## config.mk

```make
export PLATFORM = sky130hd
export DESIGN_NAME = lane_aligner
export DESIGN_NICKNAME = d
export VERILOG_FILES = /design/src/rtl/lane_aligner.sv
export SDC_FILE = /design/constraint.sdc
export NUM_CORES = 1
export LEC_CHECK = 0
export BUFFER_PORTS_ARGS = -buffer_cell sky130_fd_sc_hd__buf_2
export CAP_MARGIN = 10
export CORE_MARGIN = 3
export CORE_UTILIZATION = 39
export DETAILED_ROUTE_END_ITERATION = 8
export PLACE_DENSITY = 0.9
export REMOVE_ABC_BUFFERS = 1
export SYNTH_ARGS = -nofsm -noshare
export SYNTH_HDL_FRONTEND = slang
export SYNTH_SLANG_ARGS = --single-unit
```

## constraint.sdc

```tcl
create_clock -name vclk -period 4.9
set_clock_uncertainty 0.2 [all_clocks]
set_input_delay 0.98 -clock vclk [all_inputs]
set_output_delay 0.98 -clock vclk [all_outputs]
set_load 0.05 [all_outputs]
```

## src/rtl/lane_aligner.sv

```systemverilog
module lane_aligner (
  input  logic [31:0] bus_rd,
  input  logic [1:0]  addr_lo,
  input  logic [1:0]  size,
  input  logic        sign_ext,
  input  logic        big_end,
  input  logic        wr,
  input  logic [31:0] wr_src,
  output logic [31:0] load_val,
  output logic [31:0] bus_wr,
  output logic [3:0]  lane_we,
  output logic        misalign
);
  localparam int LANE_W = 8;

  logic        is_byte, is_half, is_word;
  logic [1:0]  lane;
  logic        hi_half;
  logic [7:0]  b_val;
  logic [15:0] h_val;
  logic [3:0]  mask;

  assign is_byte = (size == 2'b00);
  assign is_half = (size == 2'b01);
  assign is_word = size[1];

  assign lane    = addr_lo ^ {2{big_end}};
  assign hi_half = addr_lo[1] ^ big_end;

  assign b_val = bus_rd[LANE_W*lane +: LANE_W];
  assign h_val = hi_half ? bus_rd[31:16] : bus_rd[15:0];

  always_comb begin
    if (is_word)
      load_val = bus_rd;
    else if (is_half)
      load_val = {{16{sign_ext & h_val[15]}}, h_val};
    else
      load_val = {{24{sign_ext & b_val[7]}}, b_val};
  end

  always_comb begin
    if (is_word)      bus_wr = wr_src;
    else if (is_half) bus_wr = {2{wr_src[15:0]}};
    else              bus_wr = {4{wr_src[7:0]}};
  end

  always_comb begin
    if (is_word)      mask = 4'b1111;
    else if (is_half) mask = hi_half ? 4'b1100 : 4'b0011;
    else              mask = 4'b0001 << lane;
  end

  assign misalign = (is_half & addr_lo[0]) | (is_word & (|addr_lo));
  assign lane_we  = (wr && !misalign) ? mask : 4'b0000;

  logic unused_ok;
  assign unused_ok = is_byte;
endmodule


```

Word level (Yosys, flattened, before mapping)
Index checks and enable logic that the tools add are counted.

storage, ports and cells
  bits in registers = 0
  bits in latches = 0
  RAM bits = 0
  ROM bits = 0
  input port bits = 71
  output and inout bits = 69
  logic and storage cells = 22
  memories kept = 0

cells by class
  add/subtract/negate cells = 0
  multipliers = 0
  div/mod/pow operators = 0
  $lt $le $gt $ge = 0
  equal/unequal tests = 1
  shifts and indexed selects = 2
  mux-type cells = 9
  bitwise gates (word level) = 7
  reductions and logical operators = 3

operator list
  cell                   count
  $mux W32               4
  $shiftx A32 B6 Y8      1
  $mux W16               1
  $mux W4                4
  $and A1 B1 Y1          4
  $shl A1 B2 Y4 const A  1
  $eq A2 B1 Y1 const B   1
  $reduce_or A2 Y1       1
  $xor A2 B2 Y2          1
  $logic_and A1 B1 Y1    1
  $logic_not A1 Y1       1
  $or A1 B1 Y1           1
  $xor A1 B1 Y1          1

Longest topological paths before layout
Gate-level depths: netlist of the first run.

  depth in word-level cells = 6
  depth in mapped cells = 7
  depth with buffers taken out = 4

Least setup slack after synthesis of the first run
OpenSTA, ideal clock, no wires.

  path kind = input-to-output
  start point = in size[0]
  end point = out bus_wr[28]
  arrival = 2895 ps
  data required time = 3720 ps
  setup slack = 825 ps
  cell stages on the path = 4
  path buffers = 2
  path through = buf_1 > clkbuf_1 > mux2i_1 > o21ai_0

on the way
  longest elaborated chain between the ends = 3

RTL lines
  what             line  source
  start, declared  4     input logic [1:0] size,
  $eq A2 B1 Y1     24    assign is_half = (size == 2'b01);
  $mux W32         44    else if (is_half) bus_wr = {2{wr_src[15:0]}};
  $mux W32         43    if (is_word) bus_wr = wr_src;
  end, declared    10    output logic [31:0] bus_wr,

No other way between the ends.

Worst setup path in the final report of the first run
  start point = in size[1]
  end point = out load_val[3]

on the way
  longest elaborated chain between the ends = 3

RTL lines
  what           line  source
  $eq A2 B1 Y1   24
  $mux W32       36    else if (is_half)
  $mux W32 *     34    if (is_word)
  end, declared  9     output logic [31:0] load_val,

Mark *: on every way between the ends. The rest lies on a longest branch, timed or not.

==> results.md, run 1 <==
* GR Layer Usage met3 at 1.98%
* Pin count of the biggest net entering global routing at 41
* Most frequent cells in the layout: buf_2, nand2_1, mux2_2
* DRT iter0 DRCs at 157
* Hold Buf Count CTS at 0
* FF/Latch Area at 0 um^2
* Int Power at 111 uW
* Global-route wire length before repair at 7740 um
* Net count, final at 377
* Vias per Instance at 5.46
* Cell Area, Synth at 1270 um^2
* Mean routed wirelength per cell at 13.7 um
* Die area at 3970 um^2
* Clock buffers at 0
* Initial antenna violation count at 0
* RSZ-0062 raised after global routing: no
* First drt pass iteration count at 4
* Post-synthesis sequential area ratio at 0%
* Yosys cell types at 27
* PostCTS Resize Cnt at 0
* Combinational Power Share at 100.0%
* Ys Warns at 0
* Startpoint class of the critical path: primary input
* Setup CP Type: primary input to output pin
* Worst Tran Pin Value at 738 ps
* Routability cong. at 0.847
* Share of layout cells above drive strength 1 at 58.2%
* Final TNS setup at 0 ps
* CP Capture Type: output pin
* Area Overhead vs Synth at 50.7%
* Final Power at 399 uW
* GRT overflow at 0
* Worst VDD drop at 104 uV
* Post-route DRC at 0
* Relative slew slack at 50.7%
* LEAKAGE at 0.00105 uW
* Sequential Power Share at 0%
* GR Layer Usage met2 at 42.3%
* Commonest non-fill, non-tap cell in the layout: buf_2
* Synth Instances at 184
* Power per Cell Area at 209 nW/um^2
* Syn_area_per_cell at 6.89 um^2
* Switching share of power at 72.1%
* Final Util at 62.1%
* Core area at 3080 um^2
* # setup viols final at 0
* Cell Rows at 20
* Fill cells at 312
* Post-CTS setup buffers at 0
* Antenna Nets Post-Route at 0
* Overall Global Routing Usage at 22.3%
* Final Hold Viols at 0
* Worst Setup EP: load_val[3]
* Die Width at 63.0 um
* Crit share post-route at 82.2%
* Clock power share at 0%
* Dpl cells at 348
* Worst Path Required at 3720 ps
* P_sw at 288 uW
* Antenna fix cells at 0
* Final HPWL DP at 3810 um
* Tmin final at 4030 ps
* Port-buffer cells at 140
* GRT Max-Usage Layer: met2
* Final non-filler cell total at 348
* Vias at 1,901
* Num sequential at 0
* Crit path DAT at 2850 ps
* Starting Density at 41.2%
* Hold Slack at 2080 ps
* IO Pins at 140
* Max FO, Critical Path at 40
* Dominant cell type by area after synthesis: mux2_2
* Die Span Y at 63.0 um
* Total routed wirelength at 4780 um
* Fmax at 248 MHz
* Slew Limit Fails at 0
* Status: finished, final reports clean
* Top cell type's share of synthesized area at 16.9%
* Critical path launch point: size[1]
* Top cells by area, synth: mux2_2, nand2_1, a221o_1
* Worst Hold Class: primary input to output pin
* Vias in the first global route at 1,823
* Grt met1 use at 25.8%
* MaxCap Viol Count at 0
* Multi-input gate area at 1130 um^2
## stage by stage
step / setup slack, ps / area (um^2)
floorplan: 904 / 1130
global placement: 1010 / 1910
detailed placement: 916 / 1910
CTS: 907 / 1910
global route: 740 / 1910
finish: 874 / 1910
## logic make-up (layout without fill, tap and decap cells)
kind of cell	after synthesis	count (layout)	share of synthesized area (%)
AO/OA/AOI/OAI	56	56	33.9
XOR/XNOR	3	3	2.67
buffers and inverters	24	144	11.0
multiplexers	31	31	27.7
AND/OR/NAND/NOR	70	70	24.8
## worst max-delay path, cell delays in order
cell     delay [ps]
buf_2           520
nor2b_1         110
o21ai_1         570
nor3b_1         150
a221o_1         300
buf_2           210
## cell type report
| type | count | share of cell area, % |
|---|---|---|
| multi-input cells | 160 | 59.1 |
| repair buffers | 143 | 37.9 |
| well taps | 44 | 2.88 |
| inverters | 1 | 0.196 |
## per-layer routing
metal | share of wire, % | up-vias | wire length [um]
li1 | - | 913 | -
met1 | 40 | 897 | 1930
met2 | 51 | 83 | 2450
met3 | 6.7 | 8 | 319
met4 | 1.7 | 0 | 81
met5 | 0 | - | 0
## how the worst min path moves through the flow
stage / start / to / depth (start not counted)
after floorplan: wr_src[0] / bus_wr[0] / 0
after global placement: wr_src[6] / bus_wr[6] / 2
after detailed placement: wr_src[6] / bus_wr[6] / 2
after CTS: wr_src[6] / bus_wr[6] / 2
after global routing: wr_src[0] / bus_wr[0] / 2
final: wr_src[6] / bus_wr[6] / 2
## synth_stat cells, drive strengths merged, types with 3 or more instances
cell type,instances
nand2,48
o21ai,27
mux2,20
buf,17
a221o,15
mux2i,10
a22o,8
nor2,8
nor3b,8
clkbuf,6
a21oi,4
nor2b,3
## power groups by stage
stage	clock, uW	sequential, uW	combinational (uW)
global placement	0	0	395
global route	0	0	421
finish	0	0	399
floorplan	0	0	274
detailed placement	0	0	399
CTS	0	0	399
Note: power is estimated with default switching activity, not from simulation.
==> run 2, diff against run 1 <==
--- a/config.mk
+++ b/config.mk
@@ -8,9 +8,9 @@
 export BUFFER_PORTS_ARGS = -buffer_cell sky130_fd_sc_hd__buf_2
 export CAP_MARGIN = 10
 export CORE_MARGIN = 3
-export CORE_UTILIZATION = 39
+export CORE_UTILIZATION = 33
 export DETAILED_ROUTE_END_ITERATION = 8
-export PLACE_DENSITY = 0.9
+export PLACE_DENSITY = 0.81
 export REMOVE_ABC_BUFFERS = 1
 export SYNTH_ARGS = -nofsm -noshare
 export SYNTH_HDL_FRONTEND = slang
==> constraint.sdc (replaced) <==
create_clock -name vclk -period 3.45
set_clock_uncertainty 0.2 [all_clocks]
set_input_delay 0.69 -clock vclk [all_inputs]
set_output_delay 0.69 -clock vclk [all_outputs]
set_load 0.05 [all_outputs]
==> run 2 against run 1 <==
Wire length is 0.90% higher; sequential share of layout area did not move; sequential cell count unchanged; hold slack worse by 580 ps; power grew 42%; design area increased by 0.92%; global-route usage fell by 3.7 points; cell count rose by 1.1%; critical path depth unchanged; die area grew 16%; combinational power is 42% higher; critical path type unchanged; largest power group unchanged.
==> results.md, run 2 (same netlist as run 1, synthesis figures left out) <==
* Num sequential at 0 (unchanged)
* Most frequent cells in the layout: buf_2, nand2_1, mux2_2 (unchanged)
* GRT overflow at 0 (unchanged)
* Area Overhead vs Synth at 52.1% (was 50.7%)
* DRT iter0 DRCs at 75 (was 157)
* Commonest non-fill, non-tap cell in the layout: buf_2 (unchanged)
* IO Pins at 140 (unchanged)
* Die area at 4620 um^2 (was 3970 um^2)
* Final TNS setup at 0 ps (unchanged)
* Global-route wire length before repair at 6970 um (was 7740 um)
* Hold Buf Count CTS at 0 (unchanged)
* FF/Latch Area at 0 um^2 (unchanged)
* # setup viols final at 0 (unchanged)
* Max FO, Critical Path at 21 (was 40)
* Relative slew slack at 50.4% (was 50.7%)
* Slowest stage delay, CP at 500 ps (was 570 ps)
* PostCTS Resize Cnt at 0 (unchanged)
* Power per Cell Area at 294 nW/um^2 (was 209 nW/um^2)
* Dpl cells at 352 (was 348)
* Total routed wirelength at 4830 um (was 4780 um)
* Final Power at 568 uW (was 399 uW)
* Fmax at 315 MHz
* Startpoint class of the critical path: primary input (unchanged)
* Clock buffers at 0 (unchanged)
* Cell Rows at 21 (was 20)
* Share of layout cells above drive strength 1 at 58.5% (was 58.2%)
* Most Frequent Cell on Critical Path: buf_2 (unchanged)
* MaxCap Viol Count at 0 (unchanged)
* Crit path max-delay family: compound AO/OA/AOI/OAI gates (unchanged)
* LEAKAGE at 0.00106 uW (was 0.00105 uW)
* Pin count of the biggest net entering global routing at 33 (was 41)
* Crit share post-route at 92.1%
* Mean routed wirelength per cell at 13.7 um (about the same)
* Overall Global Routing Usage at 18.6% (was 22.3%)
* Core area at 3520 um^2 (was 3080 um^2)
* Slew Limit Fails at 0 (unchanged)
* First drt pass iteration count at 4 (unchanged)
* Worst VDD drop at 140 uV (was 104 uV)
* Vias at 1,786 (was 1,901)
* Fill cells at 362 (was 312)
* RSZ-0062 raised after global routing: no (unchanged)
* Area of placed instances at 1930 um^2 (was 1910 um^2)
* Critical path, cell by cell: buf_2 -> nor2b_1 -> o21ai_1 -> nor3b_1 -> a221o_1 -> buf_2 (unchanged)
* Hold Slack at 1500 ps (was 2080 ps)
* Starting Density at 36.0% (was 41.2%)
* Final Instance Area at 1930 um^2 (was 1910 um^2)
* Final HPWL DP at 3940 um (was 3810 um)
* Setup CP Type: primary input to output pin (unchanged)
* Antenna Nets Post-Route at 0 (unchanged)
* Port-buffer cells at 140 (unchanged)
* Die Span Y at 68.0 um (was 63.0 um)
* Vias per Instance at 5.07 (was 5.46)
* Worst Tran Pin Value at 743 ps (was 738 ps)
* Final Hold Viols at 0 (unchanged)
* Multi-input gate area at 1130 um^2 (unchanged)
* Antenna fix cells at 0 (unchanged)
* Status: finished, final reports clean (unchanged)
* Worst Hold Class: primary input to output pin (unchanged)
* Net count, final at 379 (was 377)
* Worst Path Required at 2560 ps (was 3720 ps)
* Crit path DAT at 2290 ps (was 2850 ps)
* Post-route DRC at 0 (unchanged)
* Buf/Inv on CP at 2 (unchanged)
* Post-CTS setup buffers at 0 (unchanged)
* Routability cong. at 0.814 (was 0.847)
* Final non-filler cell total at 352 (was 348)
* CP Capture Type: output pin (unchanged)
* Initial antenna violation count at 0 (unchanged)
* Tmin final at 3180 ps
* Die Width at 68.0 um (was 63.0 um)
* CP max-delay cell: o21ai_1 (unchanged)
* Vias in the first global route at 1,522 (was 1,823)
## run 2: cell types whose count changed in the layout (fill, tap and decap cells not counted)
cell,change
buf_4,+2
## run 2: metrics by stage
stage	utilization (%)	setup WS [ps]
floorplan	-	34.5
global placement	54.8	318
detailed placement	54.8	288
CTS	54.8	277
global route	54.8	116
finish	54.8	271
## run 2: where the power goes
group	internal, uW	switching [uW]	total [uW]	leakage [uW]
sequential	0	0	0	0
clock	0	0	0	0
combinational	160	407	568	0.00106
## run 2: area by class of cell
class / instances / area share (%)
well taps: 46 / 2.99
inverters: 1 / 0.195
repair buffers: 145 / 38.3
multi-input cells: 160 / 58.5
## run 2: routing by layer
metal | global-route usage (%) | vias up | part of all wire [%]
li1 | - | 920 | -
met1 | 22.4 | 800 | 40
met2 | 37.7 | 64 | 53
met3 | 0.493 | 2 | 6.0
met4 | 0.496 | 0 | 0.23
met5 | 0 | - | 0
## run 2: path summary, 6_finish.rpt
| kind | startpoint | end | cells past startpoint |
|---|---|---|---|
| setup / recovery | size[0] | load_val[2] | 6 |
| hold / removal | wr_src[6] | bus_wr[6] | 2 |
==> run 3, diff against run 2 <==
--- a/config.mk
+++ b/config.mk
@@ -6,7 +6,8 @@
 export NUM_CORES = 1
 export LEC_CHECK = 0
 export BUFFER_PORTS_ARGS = -buffer_cell sky130_fd_sc_hd__buf_2
-export CAP_MARGIN = 10
+export CAP_MARGIN = 20
+export CORE_ASPECT_RATIO = 0.9
 export CORE_MARGIN = 3
 export CORE_UTILIZATION = 33
 export DETAILED_ROUTE_END_ITERATION = 8
==> run 3 against run 2 <==
Fmax rose by 2.4%; via count rose by 2.9%; power increased by 0.47%; sequential share of layout area is the same; critical path depth is the same; utilization up 0.24 points; clock-buffer cell count is the same; cell count did not move; sequential cell count unchanged; hold slack better by 2.0 ps; combinational power is essentially flat; design area up 0.65%.
==> results.md, run 3 (same netlist as run 1, synthesis figures left out) <==
* IO Pins at 140 (unchanged)
* Die Span Y at 64.8 um (was 68.0 um)
* DRT iter0 DRCs at 150 (was 75)
* Worst slack at placement at 359 ps (was 288 ps)
* Antenna Nets Post-Route at 0 (unchanged)
* Startpoint class of the critical path: primary input (unchanged)
* Initial antenna violation count at 0 (unchanged)
* MaxCap Viol Count at 0 (unchanged)
* Crit path DAT at 2210 ps (was 2290 ps)
* Worst Path Required at 2560 ps (about the same)
* Final TNS setup at 0 ps (unchanged)
* Fmax at 322 MHz (was 315 MHz)
* Most Frequent Cell on Critical Path: buf_2 (unchanged)
* Total routed wirelength at 4770 um (was 4830 um)
* PostCTS Resize Cnt at 0 (unchanged)
* Power per Cell Area at 294 nW/um^2 (about the same)
* Critical path, cell by cell: buf_2 -> xnor2_1 -> buf_4 -> a21o_1 -> a221o_1 -> buf_2 (was buf_2 -> nor2b_1 -> o21ai_1 -> nor3b_1 -> a221o_1 -> buf_2)
* Commonest non-fill, non-tap cell in the layout: buf_2 (unchanged)
* GRT overflow at 0 (unchanged)
* Routability cong. at 0.831 (was 0.814)
* RSZ-0062 raised after global routing: no (unchanged)
* Crit share post-route at 90.0% (was 92.1%)
* Port-buffer cells at 140 (unchanged)
* Post-route DRC at 0 (unchanged)
* Vias in the first global route at 1,761 (was 1,522)
* Slew Limit Fails at 0 (unchanged)
* CP max-delay cell: a21o_1 (was o21ai_1)
* Tmin final at 3100 ps (was 3180 ps)
* Global-route wire length before repair at 7780 um (was 6970 um)
* Die area at 4620 um^2 (about the same)
* Relative slew slack at 59.9% (was 50.4%)
* Fin worst setup slack at 346 ps (was 271 ps)
* Worst Hold Class: primary input to output pin (unchanged)
* Core area at 3530 um^2 (was 3520 um^2)
* Cell Rows at 20 (was 21)
* Antenna fix cells at 0 (unchanged)
* Die Width at 71.3 um (was 68.0 um)
* First drt pass iteration count at 4 (unchanged)
* FF/Latch Area at 0 um^2 (unchanged)
* Mean routed wirelength per cell at 13.6 um (was 13.7 um)
* Hold Buf Count CTS at 0 (unchanged)
* LEAKAGE at 0.00107 uW (was 0.00106 uW)
* Post-CTS setup buffers at 0 (unchanged)
* Starting Density at 35.9% (was 36.0%)
* CP Capture Type: output pin (unchanged)
* Status: finished, final reports clean (unchanged)
* Final HPWL DP at 3940 um (about the same)
* Worst VDD drop at 140 uV (about the same)
* Worst Tran Pin Value at 598 ps (was 743 ps)
* Vias per Instance at 5.22 (was 5.07)
* Hold Slack at 1500 ps (about the same)
* Share of layout cells above drive strength 1 at 58.8% (was 58.5%)
* Final Hold Viols at 0 (unchanged)
* # setup viols final at 0 (unchanged)
* Net count, final at 381 (was 379)
* Max FO, Critical Path at 16 (was 21)
* Vias at 1,838 (was 1,786)
* Clock buffers at 0 (unchanged)
* Overall Global Routing Usage at 19.7% (was 18.6%)
* Most frequent cells in the layout: buf_2, nand2_1, mux2_2 (unchanged)
* Pin count of the biggest net entering global routing at 34 (was 33)
* Area Overhead vs Synth at 53.1% (was 52.1%)
* Num sequential at 0 (unchanged)
* Slowest stage delay, CP at 310 ps (was 500 ps)
* Setup CP Type: primary input to output pin (unchanged)
[run 3: where the power goes]
group	internal [uW]	switching, uW	leakage [uW]
Clock	0	0	0
Sequential	0	0	0
Combinational	162	408	0.00107
Total	162	408	0.00107
[run 3: metrics by stage]
stage	instances	instance area, um^2	power (uW)	utilization, %
2_1_floorplan	161	1130	389	-
3_3_place_gp	352	1940	564	55.0
3_5_place_dp	352	1940	570	55.0
4_1_cts	352	1940	572	55.0
5_1_grt	352	1940	605	55.0
6_report	352	1940	570	55.0
[run 3: worst paths after layout]
check,start,to,slack (ps),cells past startpoint
max,addr_lo[1],load_val[2],350,6
min,wr_src[3],bus_wr[3],1500,2
[run 3: critical path: cells and delay by family]
kind            cells  cell delay (ps)
buf+inv             3              700
compound gates      2              530
xor+xnor            1              300
[run 3: cell type report]
type | count | area, um^2
timing repair buffer | 147 | 753
multi-input combinational | 160 | 1130
inverter | 1 | 3.75
fill | 366 | 1590
tap | 44 | 55.1
[run 3: layer usage]
metal | up-vias | track usage, % | wire (um)
li1 | 926 | - | -
met1 | 829 | 23.6 | 1920
met2 | 81 | 39.1 | 2480
met3 | 2 | 0.930 | 346
met4 | 0 | 2.11 | 23
met5 | - | 0 | 0
